--- src/rtl/sw_pkg.sv ---
package sw_pkg;
  localparam int SW_FLAGS  = 4;   // flag bits per side in the status word
  localparam int SW_HALVES = 2;   // 10-bit halves of a high-speed word
  localparam int SW_FULL_W = 20;  // architectural count width
  localparam int SW_WORD_W = 16;  // register word width

  typedef enum logic [1:0] {
    SW_IDLE = 2'd0,
    SW_RUN  = 2'd1,
    SW_DONE = 2'd2
  } sw_state_e;
endpackage

--- src/rtl/sw_src_mux.sv ---
module sw_src_mux #(
  parameter int LANES  = 4,
  parameter int HALVES = 2
) (
  input  logic              sel,
  input  logic [LANES-1:0]  lane_stb,
  input  logic [HALVES-1:0] half_stb,
  output logic [LANES-1:0]  flags,
  output logic              hit
);
  // Lane mode maps lane i to flag i. Half-word mode fills the low flags and
  // forces the rest to zero.
  for (genvar i = 0; i < LANES; i++) begin : g_flag
    if (i < HALVES) begin : g_shared
      assign flags[i] = sel ? half_stb[i] : lane_stb[i];
    end else begin : g_lane_only
      assign flags[i] = sel ? 1'b0 : lane_stb[i];
    end
  end

  assign hit = |flags;
endmodule

--- src/rtl/sw_counter.sv ---
module sw_counter #(
  parameter int CNT_W = 20
) (
  input  logic             clk,
  input  logic             rst_n,
  input  logic             clr,
  input  logic             load,
  input  logic             run,
  input  logic             stop,
  input  logic             start_late,
  input  logic             stop_late,
  output logic [CNT_W-1:0] cnt
);
  localparam logic [CNT_W-1:0] CNT_MAX = {CNT_W{1'b1}};

  logic             late_q;
  logic [1:0]       step;
  logic [CNT_W:0]   sum;

  // Every clock adds two half-periods. The last step corrects for the phases.
  always_comb begin
    if (stop) begin
      if (late_q) step = stop_late ? 2'd2 : 2'd1;
      else        step = stop_late ? 2'd3 : 2'd2;
    end else begin
      step = 2'd2;
    end
    sum = {1'b0, cnt} + (CNT_W+1)'(step);
  end

  always_ff @(posedge clk) begin
    if (!rst_n) begin
      cnt    <= '0;
      late_q <= 1'b0;
    end else if (clr) begin
      cnt    <= '0;
      late_q <= 1'b0;
    end else if (load) begin
      cnt    <= '0;
      late_q <= start_late;
    end else if (run) begin
      if (sum[CNT_W]) cnt <= CNT_MAX;
      else            cnt <= sum[CNT_W-1:0];
    end
  end


  sat_hold_chk: assert property (@(posedge clk) disable iff (!rst_n)
    (run && !clr && !load && cnt == CNT_MAX) |=> (cnt == CNT_MAX));


  cnt_rise_chk: assert property (@(posedge clk) disable iff (!rst_n)
    (run && !clr && !load) |=> (cnt > $past(cnt) || cnt == CNT_MAX));
endmodule

--- src/rtl/sw_regs.sv ---
module sw_regs
  import sw_pkg::*;
#(
  parameter int CNT_W = 20
) (
  input  logic                 clk,
  input  logic                 rst_n,
  input  logic                 rd_en,
  input  logic                 rd_addr,
  input  logic [SW_FLAGS-1:0]  start_flags,
  input  logic [SW_FLAGS-1:0]  stop_flags,
  input  logic                 ready,
  input  logic [CNT_W-1:0]     cnt,
  output logic                 clr,
  output logic                 rd_valid,
  output logic [SW_WORD_W-1:0] rd_data
);
  logic [SW_FULL_W-1:0] cnt_full;
  logic [SW_FULL_W-1:0] shown;
  logic [SW_WORD_W-1:0] status_w;
  logic [SW_WORD_W-1:0] count_w;
  logic                 last_addr;

  always_comb begin
    cnt_full = SW_FULL_W'(cnt);
    shown    = ready ? cnt_full : '0;
    status_w = {start_flags, stop_flags, 3'b000, ready,
                shown[SW_FULL_W-1:SW_WORD_W]};
    count_w  = shown[SW_WORD_W-1:0];
  end

  assign clr = rd_en & rd_addr;

  always_ff @(posedge clk) begin
    if (!rst_n) begin
      rd_valid  <= 1'b0;
      rd_data   <= '0;
      last_addr <= 1'b0;
    end else begin
      rd_valid <= rd_en;
      if (rd_en) begin
        rd_data   <= rd_addr ? count_w : status_w;
        last_addr <= rd_addr;
      end
    end
  end


  rd_resp_chk: assert property (@(posedge clk) disable iff (!rst_n)
    rd_en |=> rd_valid);


  rd_idle_chk: assert property (@(posedge clk) disable iff (!rst_n)
    !rd_en |=> !rd_valid);


  rsvd_zero_chk: assert property (@(posedge clk) disable iff (!rst_n)
    (rd_valid && !last_addr) |-> (rd_data[7:5] == 3'b000));
endmodule

--- src/rtl/latency_stopwatch.sv ---
module latency_stopwatch
  import sw_pkg::*;
#(
  parameter int CNT_W = 20
) (
  input  logic        clk,
  input  logic        rst_n,
  input  logic        start_sel,
  input  logic        stop_sel,
  input  logic [3:0]  ls_tx_comma,
  input  logic [1:0]  hs_rx_comma,
  input  logic        start_late,
  input  logic [3:0]  ls_rx_comma,
  input  logic [1:0]  hs_tx_comma,
  input  logic        stop_late,
  input  logic        rd_en,
  input  logic        rd_addr,
  output logic        rd_valid,
  output logic [15:0] rd_data
);
  sw_state_e            state;
  logic [SW_FLAGS-1:0]  start_vec, stop_vec;
  logic                 start_hit, stop_hit;
  logic [SW_FLAGS-1:0]  start_flags, stop_flags;
  logic [CNT_W-1:0]     cnt;
  logic                 clr;
  logic                 ready;
  logic                 do_load, do_run;

  sw_src_mux #(.LANES(SW_FLAGS), .HALVES(SW_HALVES)) u_start_mux (
    .sel(start_sel), .lane_stb(ls_tx_comma), .half_stb(hs_rx_comma),
    .flags(start_vec), .hit(start_hit)
  );

  sw_src_mux #(.LANES(SW_FLAGS), .HALVES(SW_HALVES)) u_stop_mux (
    .sel(stop_sel), .lane_stb(ls_rx_comma), .half_stb(hs_tx_comma),
    .flags(stop_vec), .hit(stop_hit)
  );

  assign ready   = (state == SW_DONE);
  assign do_load = (state == SW_IDLE) && start_hit;
  assign do_run  = (state == SW_RUN);

  // Sequencer. A clear overrides any event in the same cycle.
  always_ff @(posedge clk) begin
    if (!rst_n || clr) begin
      state       <= SW_IDLE;
      start_flags <= '0;
      stop_flags  <= '0;
    end else begin
      unique case (state)
        SW_IDLE: if (start_hit) begin
          state       <= SW_RUN;
          start_flags <= start_vec;
        end
        SW_RUN: if (stop_hit) begin
          state      <= SW_DONE;
          stop_flags <= stop_vec;
        end
        default: state <= SW_DONE;
      endcase
    end
  end

  sw_counter #(.CNT_W(CNT_W)) u_counter (
    .clk(clk), .rst_n(rst_n), .clr(clr), .load(do_load), .run(do_run),
    .stop(stop_hit), .start_late(start_late), .stop_late(stop_late),
    .cnt(cnt)
  );

  sw_regs #(.CNT_W(CNT_W)) u_regs (
    .clk(clk), .rst_n(rst_n), .rd_en(rd_en), .rd_addr(rd_addr),
    .start_flags(start_flags), .stop_flags(stop_flags), .ready(ready),
    .cnt(cnt), .clr(clr), .rd_valid(rd_valid), .rd_data(rd_data)
  );


  ready_has_stop_chk: assert property (@(posedge clk) disable iff (!rst_n)
    ready |-> (stop_flags != '0 && start_flags != '0));


  done_frozen_chk: assert property (@(posedge clk) disable iff (!rst_n)
    (ready && !clr) |=> ($stable(cnt) && $stable(start_flags) && $stable(stop_flags) && ready));


  clear_all_chk: assert property (@(posedge clk) disable iff (!rst_n)
    clr |=> (state == SW_IDLE && start_flags == '0 && stop_flags == '0 && cnt == '0));


  stop_needs_run_chk: assert property (@(posedge clk) disable iff (!rst_n)
    (state == SW_IDLE) |=> (stop_flags == '0));
endmodule

--- config.mk ---
export PLATFORM = sky130hd
export DESIGN_NAME = latency_stopwatch
export DESIGN_NICKNAME = d
export VERILOG_FILES = /design/src/rtl/sw_pkg.sv /design/src/rtl/sw_src_mux.sv /design/src/rtl/sw_counter.sv /design/src/rtl/sw_regs.sv /design/src/rtl/latency_stopwatch.sv
export SDC_FILE = /design/constraint.sdc
export NUM_CORES = 1
export LEC_CHECK = 0
export BUFFER_PORTS_ARGS = -buffer_cell sky130_fd_sc_hd__buf_4
export CORE_ASPECT_RATIO = 2
export CORE_UTILIZATION = 30
export CTS_BUF_LIST = sky130_fd_sc_hd__clkbuf_8
export CTS_CLUSTER_SIZE = 12
export DETAILED_ROUTE_END_ITERATION = 10
export SYNTH_ARGS = -nofsm -noshare
export SYNTH_HDL_FRONTEND = slang
export SYNTH_HIERARCHICAL = 1
export SYNTH_SLANG_ARGS = --single-unit
--- constraint.sdc ---
create_clock -name clk -period 4.55 [get_ports clk]
set_input_delay 1.365 -clock clk [delete_from_list [all_inputs] [get_ports clk]]
set_output_delay 1.365 -clock clk [all_outputs]
set_load 0.02 [all_outputs]
Word level (Yosys, flattened, before mapping)
Cells that the tools add are included.
{"block": "totals", "wordCells": 43, "mem_count": 0, "rom_bits": 0, "ram_bits": 0, "register_bits": 48, "latch_bits": 0}
{"block": "op_classes", "order_cmp": 0, "bitwise": 2, "add_sub_neg": 1, "eq_ne": 4, "n_reduce_logical": 11, "n_div": 0, "n_mux": 18, "shifts": 0, "multipliers": 0}
{"operator": "two-way mux 20 bit", "count": 2}
{"operator": "adder 20 x 2 -> 21 bit", "count": 1}
{"operator": "two-way mux 16 bit", "count": 1}
{"operator": "two-way mux 2 bit", "count": 5}
{"operator": "two-way mux 1 bit", "count": 9}
{"operator": "OR reduction 4 bit", "count": 2}
{"operator": "AND reduction 2 bit", "count": 3}
{"operator": "!= test 2 bit, second input constant", "count": 2}
{"operator": "case mux 2 bit (2 select lines)", "count": 1}
{"operator": "OR reduction 3 bit", "count": 1}
{"operator": "== test 2 x 1 -> 1 bit, second input constant", "count": 1}
{"operator": "== test 2 bit, second input constant", "count": 1}
{"operator": "zero test 2 bit", "count": 1}
{"operator": "OR reduction 2 bit", "count": 1}
{"operator": "AND 1 bit", "count": 1}
{"operator": "logical AND 1 bit", "count": 1}
{"operator": "zero test 1 bit", "count": 1}
{"operator": "logical OR 1 bit", "count": 1}
{"operator": "inverter 1 bit", "count": 1}

Longest topological paths before layout
{"block": "depth", "word_depth": 5, "ltp_mapped": 12, "ltp_nobuf": 9}

Cells and area by module
The synthesis kept the hierarchy.
{"module": "sw_counter", "n_inst": 1, "area_each_um2": 1068.5, "cells_each": 121, "seq_area_each_um2": 420.4}
{"module": "sw_regs", "n_inst": 1, "area_each_um2": 742.0, "cells_each": 74, "seq_area_each_um2": 340.3}
{"module": "latency_stopwatch", "n_inst": 1, "area_each_um2": 499.2, "cells_each": 47, "seq_area_each_um2": 200.2}
{"module": "sw_src_mux", "n_inst": 2, "area_each_um2": 57.6, "cells_each": 5, "seq_area_each_um2": 0.0}

Least setup slack after synthesis
OpenSTA, ideal clock, no wires.
{"block": "synth_path", "kind": "input port to flip-flop", "start": "in stop_sel", "end": "reg u_counter.cnt[18]", "path_stages": 11, "t_arrival_ps": 3929, "path_slack_ps": 547, "n_path_buf": 3, "setup_time_ps": 74, "cell_sequence": "mux2_2 or4_4 nand2_1 fa_1 nand3_2 or3_1 buf_2 or4_4 buf_6 buf_8 a31oi_1"}
{"block": "synth_between", "elab_chain_len": 5, "word_cells_on_any_way": 8}
{"item": "from (decl)", "line": "latency_stopwatch.sv:9", "text": "input logic stop_sel,"}
{"item": "two-way mux 1 bit, on equally long branches", "line": "sw_src_mux.sv:15, sw_src_mux.sv:17"}
{"item": "OR reduction 4 bit *", "line": "sw_src_mux.sv:21", "text": "assign hit = |flags;"}
{"item": "net stop_hit", "line": "latency_stopwatch.sv:23", "text": "logic start_hit, stop_hit;"}
{"item": "two-way mux 2 bit *", "line": "sw_counter.sv:22", "text": "if (stop) begin"}
{"item": "adder 20 x 2 -> 21 bit *", "line": "sw_counter.sv:28", "text": "sum = {1'b0, cnt} + (CNT_W+1)'(step);"}
{"item": "two-way mux 20 bit *", "line": "sw_counter.sv:42", "text": "if (sum[CNT_W]) cnt <= CNT_MAX;"}
{"item": "to (signal assigned)", "line": "sw_counter.sv:43", "text": "else cnt <= sum[CNT_W-1:0];"}
{"item": "to (decl)", "line": "sw_counter.sv:12", "text": "output logic [CNT_W-1:0] cnt"}
The timed path passes the listed nets; every way through them passes the cells marked *.
A chain may end at the register's enable or synchronous reset.

Worst setup path after layout
{"block": "layout_path", "start": "in stop_sel", "end": "reg u_counter.cnt[8]"}
{"block": "layout_between", "elab_chain_len": 5, "word_cells_on_any_way": 8}
{"item": "two-way mux 1 bit", "line": "sw_src_mux.sv:15", "text": "assign flags[i] = sel ? half_stb[i] : lane_stb[i];"}
{"item": "net stop_vec[0]", "line": "latency_stopwatch.sv:22", "text": "logic [SW_FLAGS-1:0] start_vec, stop_vec;"}
{"item": "OR reduction 4 bit", "line": "sw_src_mux.sv:21"}
{"item": "net stop_hit", "line": "latency_stopwatch.sv:23"}
{"item": "two-way mux 2 bit", "line": "sw_counter.sv:22"}
{"item": "adder 20 x 2 -> 21 bit", "line": "sw_counter.sv:28"}
{"item": "two-way mux 20 bit", "line": "sw_counter.sv:42"}
The timed path passes the listed nets, and every way through them passes these cells.

==> Implementation_results.wiki <==
{| class="wikitable"
! Metric !! Value
|-
| Cell Count, Final, Fillers Out || 375
|-
| Post-CTS Hold Fix Bufs || 0
|-
| CP endpoint kind || register
|-
| Power density cells || 303 mW/mm^2
|-
| Final period util || 0.859
|-
| Estimated wirelength of the detail-placed design || 4.10 mm
|-
| Unrepaired setup endpoints after global routing || no
|-
| Insertion delay of the later-clocked pin in the worst-skew pair || 0.31 ns
|-
| Top sig layer || met4
|-
| Final Hold Fails || 0
|-
| Post-layout utilization of the core || 0.355
|-
| Antenna diode count || 0
|-
| Worst supply voltage drop on vdd || 0.197 mV
|-
| Clock net sink count || 48
|-
| Starting DRT DRC Count || 70
|-
| Area overhead of the layout relative to synthesis || 15.3%
|-
| Pre-CTS worst setup slack || 0.336 ns
|-
| Max Root-Sink Buffers || 2
|-
| Max Freq || 256 MHz
|-
| Area leader, netlist || dfxtp_1
|-
| Dominant delay contributor by cell family on the critical path || simple AND/OR/NAND/NOR gates
|-
| CTS tree || done
|-
| Fraction of the yosys area taken by sequential cells || 0.396
|-
| Cell at the root of the clock tree || clkbuf_8
|-
| Combined area of all synthesized cells || 0.00242 sq mm
|-
| Clock H-tree levels || 2
|-
| Total placed cells including tap cells || 367
|-
| Met2 Routed Length || 2.96 mm
|-
| Class of the tightest hold or removal check || register to register
|-
| Crit path launch type || input port
|-
| Leakage Power || 0.955 nW
|-
| Avg Cell Area, Syn || 9.62 sq um
|-
| Drc violations || 0
|-
| Maximum number of pins on one net before global-route repair || 32
|-
| Post-CTS setup buffers || 0
|-
| Vias in the first global route || 1848
|-
| Total number of vias || 1976
|-
| IO Pins || 37
|-
| Post-DR wirelength/cell || 14.9 um
|-
| Placement Cell Area || 0.00269 sq mm
|-
| Setup TNS after final layout || 0 ns
|-
| Total count of max-transition violations in the final report || 0
|-
| Warning count from the yosys run || 6
|-
| Fin Hold WS || 0.473 ns
|-
| Arrival time at the worst endpoint || 4.14 ns
|-
| Delay of the slowest cell on the worst path || 0.58 ns
|-
| Die height || 129 um
|-
| Setup Viol. Count Final || 0
|-
| Number of buffers created by CTS || 5
|-
| Number of unique standard cell types used by synthesis || 48
|-
| Post-route total power || 0.847 mW
|-
| Time the worst path needs with I/O delays and setup || 3.91 ns
|-
| Crit path max-delay cell type || or4_4
|-
| Gr usage total || 0.142
|-
| Antenna violation net count after detailed routing || 0
|-
| Data required time at the worst endpoint || 4.78 ns
|-
| Cells along the critical path || buf_4 > mux2_4 > or4_4 > nand2_1 > fa_1 > nand3_2 > or3_1 > or4_4 > a31oi_1
|-
| Placement row count || 46
|-
| Overall die area || 0.00847 sq mm
|-
| Combined buffer and inverter count along the critical path || 1
|-
| Transition at the pin with the smallest max-transition slack || 0.747 ns
|-
| Core outline area || 0.00789 sq mm
|-
| Top-area cell type share of the netlist area || 0.396
|-
| Initial antenna violation count || 0
|-
| Max-cap check violation count || 0
|-
| Weighted congestion at the end of routability-driven global placement || 0.797
|-
| Largest cells by area after synthesis || dfxtp_1, mux2i_1, nand3b_1
|-
| Final Instance Area || 0.00280 sq mm
|-
| Clock-pin slew on the worst setup and hold paths || 0.08 ns
|-
| Number of vias per cell || 5.27
|-
| Most numerous cell on the critical path || or4_4
|-
| Total routed wire length on the met1 layer || 2.15 mm
|-
| Number of cells produced by synthesis || 252
|-
| Wirelength, routed || 5.59 mm
|-
| Share of post-route cells with drive strength above 1 || 0.226
|-
| Overflow after GRT || 0
|-
| Run status || finished, final reports clean
|-
| Iteration count of the initial detailed-routing pass || 4
|-
| Max-Slew Margin vs Limit || 0.501
|-
| Resized cells post-CTS || 0
|-
| Horizontal die dimension || 65.6 um
|-
| Number of buffers inserted by port buffering || 36
|-
| Minimum setup slack in the final design || 0.641 ns
|-
| Net count after synthesis || 276
|-
| Worst-path maximum fanout || 18
|-
| Post-layout net count || 302
|-
| Worst clock skew on the final layout || 0.00401 ns
|-
| Critical Setup Path Class || input port to register
|-
| Routed wl met3 || 183 um
|-
| Starting density of the core || 0.308
|-
| Synth Register Bits || 48
|-
| Global-route wire length before repair || 8.97 mm
|}
## placed cells by master, fill, tap and decap left out, types with 3 or more instances in the layout
| cell | n |
|---|---|
| inv_1 | 6 |
| nand3b_1 | 16 |
| xnor2_1 | 7 |
| a31oi_1 | 17 |
| nand2_1 | 9 |
| mux2i_1 | 15 |
| nand3_1 | 12 |
| nor2_1 | 6 |
| or4_4 | 3 |
| or3_1 | 4 |
| buf_4 | 36 |
| and2b_4 | 4 |
| nand2b_1 | 7 |
| nor4_1 | 3 |
| ha_1 | 3 |
| o2bb2ai_1 | 5 |
| dfxtp_1 | 48 |
| or4_1 | 6 |
| nand4_1 | 3 |
| nor3_1 | 3 |
| o31ai_1 | 5 |
| a21oi_1 | 12 |
| nor2b_1 | 4 |
| o21ai_0 | 12 |
| a22o_1 | 3 |
| clkbuf_8 | 5 |
## layout make-up
class	instances	area [sq um]
Sequential cell	48	961
Timing Repair Buffer	36	270
Clock inverter	3	38.8
Fill cell	795	5090
Tap cell	96	120
Clock buffer	5	68.8
Inverter	5	18.8
Multi-Input combinational cell	182	1320
## registers in the layout, indices dropped and copies added (netlist names)
| register | flops |
|---|---|
| state | 2 |
| start_flags | 4 |
| u_counter/cnt | 20 |
| u_counter/late_q | 1 |
| stop_flags | 4 |
| u_regs/rd_valid | 1 |
| u_regs/rd_data | 16 |
## routing by layer
metal	track usage	vias up
met5	0	-
met4	0.105	0
met3	0.0264	16
met2	0.243	54
met1	0.151	922
li1	-	984
## cells in the mapped netlist, drive strengths merged
library cell	number
xnor2	7
a21o	1
nand3b	16
o21ba	1
and2b	5
a211oi	1
a21oi	12
nor3	3
nor2b	4
or4	9
buf	12
nand2	9
a31oi	17
and3	1
inv	5
and4	1
o31ai	5
nor2	6
ha	3
dfxtp	48
clkbuf	5
mux2	4
or3	4
nor4	3
nor4b	1
o2bb2ai	5
nand3	14
and2	2
nand4	3
and3b	1
mux2i	15
nand2b	9
o21ai	12
or3b	1
fa	1
a22o	3
nor3b	3
## path summary, 6_finish.rpt
path	start	endpoint	slack (ns)	depth (start not counted)
worst max-delay path	stop_sel	u_counter/cnt[8]	0.64	9
worst min-delay path	u_regs/rd_data[4]	u_regs/rd_data[4]	0.47	1
worst max register to register	u_counter/late_q	u_counter/cnt[8]	1.93	8
worst min register to register	u_regs/rd_data[4]	u_regs/rd_data[4]	0.47	1
## where the power goes
group          switching (mW)  total, mW  internal [mW]
registers             0.00876      0.440          0.431
clock network           0.143      0.304          0.161
logic                  0.0518      0.103         0.0511
total                   0.203      0.847          0.643
## cell families (layout without fill, tap and decap cells)
kind of cell / Yosys count / after routing / synth area share
AOI/OAI and AO/OA: 57 / 57 / 0.148
DFF: 48 / 48 / 0.396
adders and majority gates: 4 / 4 / 0.0237
xor gates and xnor gates: 7 / 7 / 0.0253
buffers and inverters: 22 / 49 / 0.0598
and+or+nand+nor: 95 / 95 / 0.263
muxes: 19 / 19 / 0.0836
## worst reg2reg max path, stage by stage, from the launching register on
cell     delay [ns]
dfxtp_1        0.32
ha_1           0.27
nor2b_1        0.11
ha_1           0.19
fa_1           0.22
nand3_2        0.16
or3_1          0.50
or4_4          0.58
a31oi_1        0.19
No activity file was read; power rests on OpenSTA's default activity.
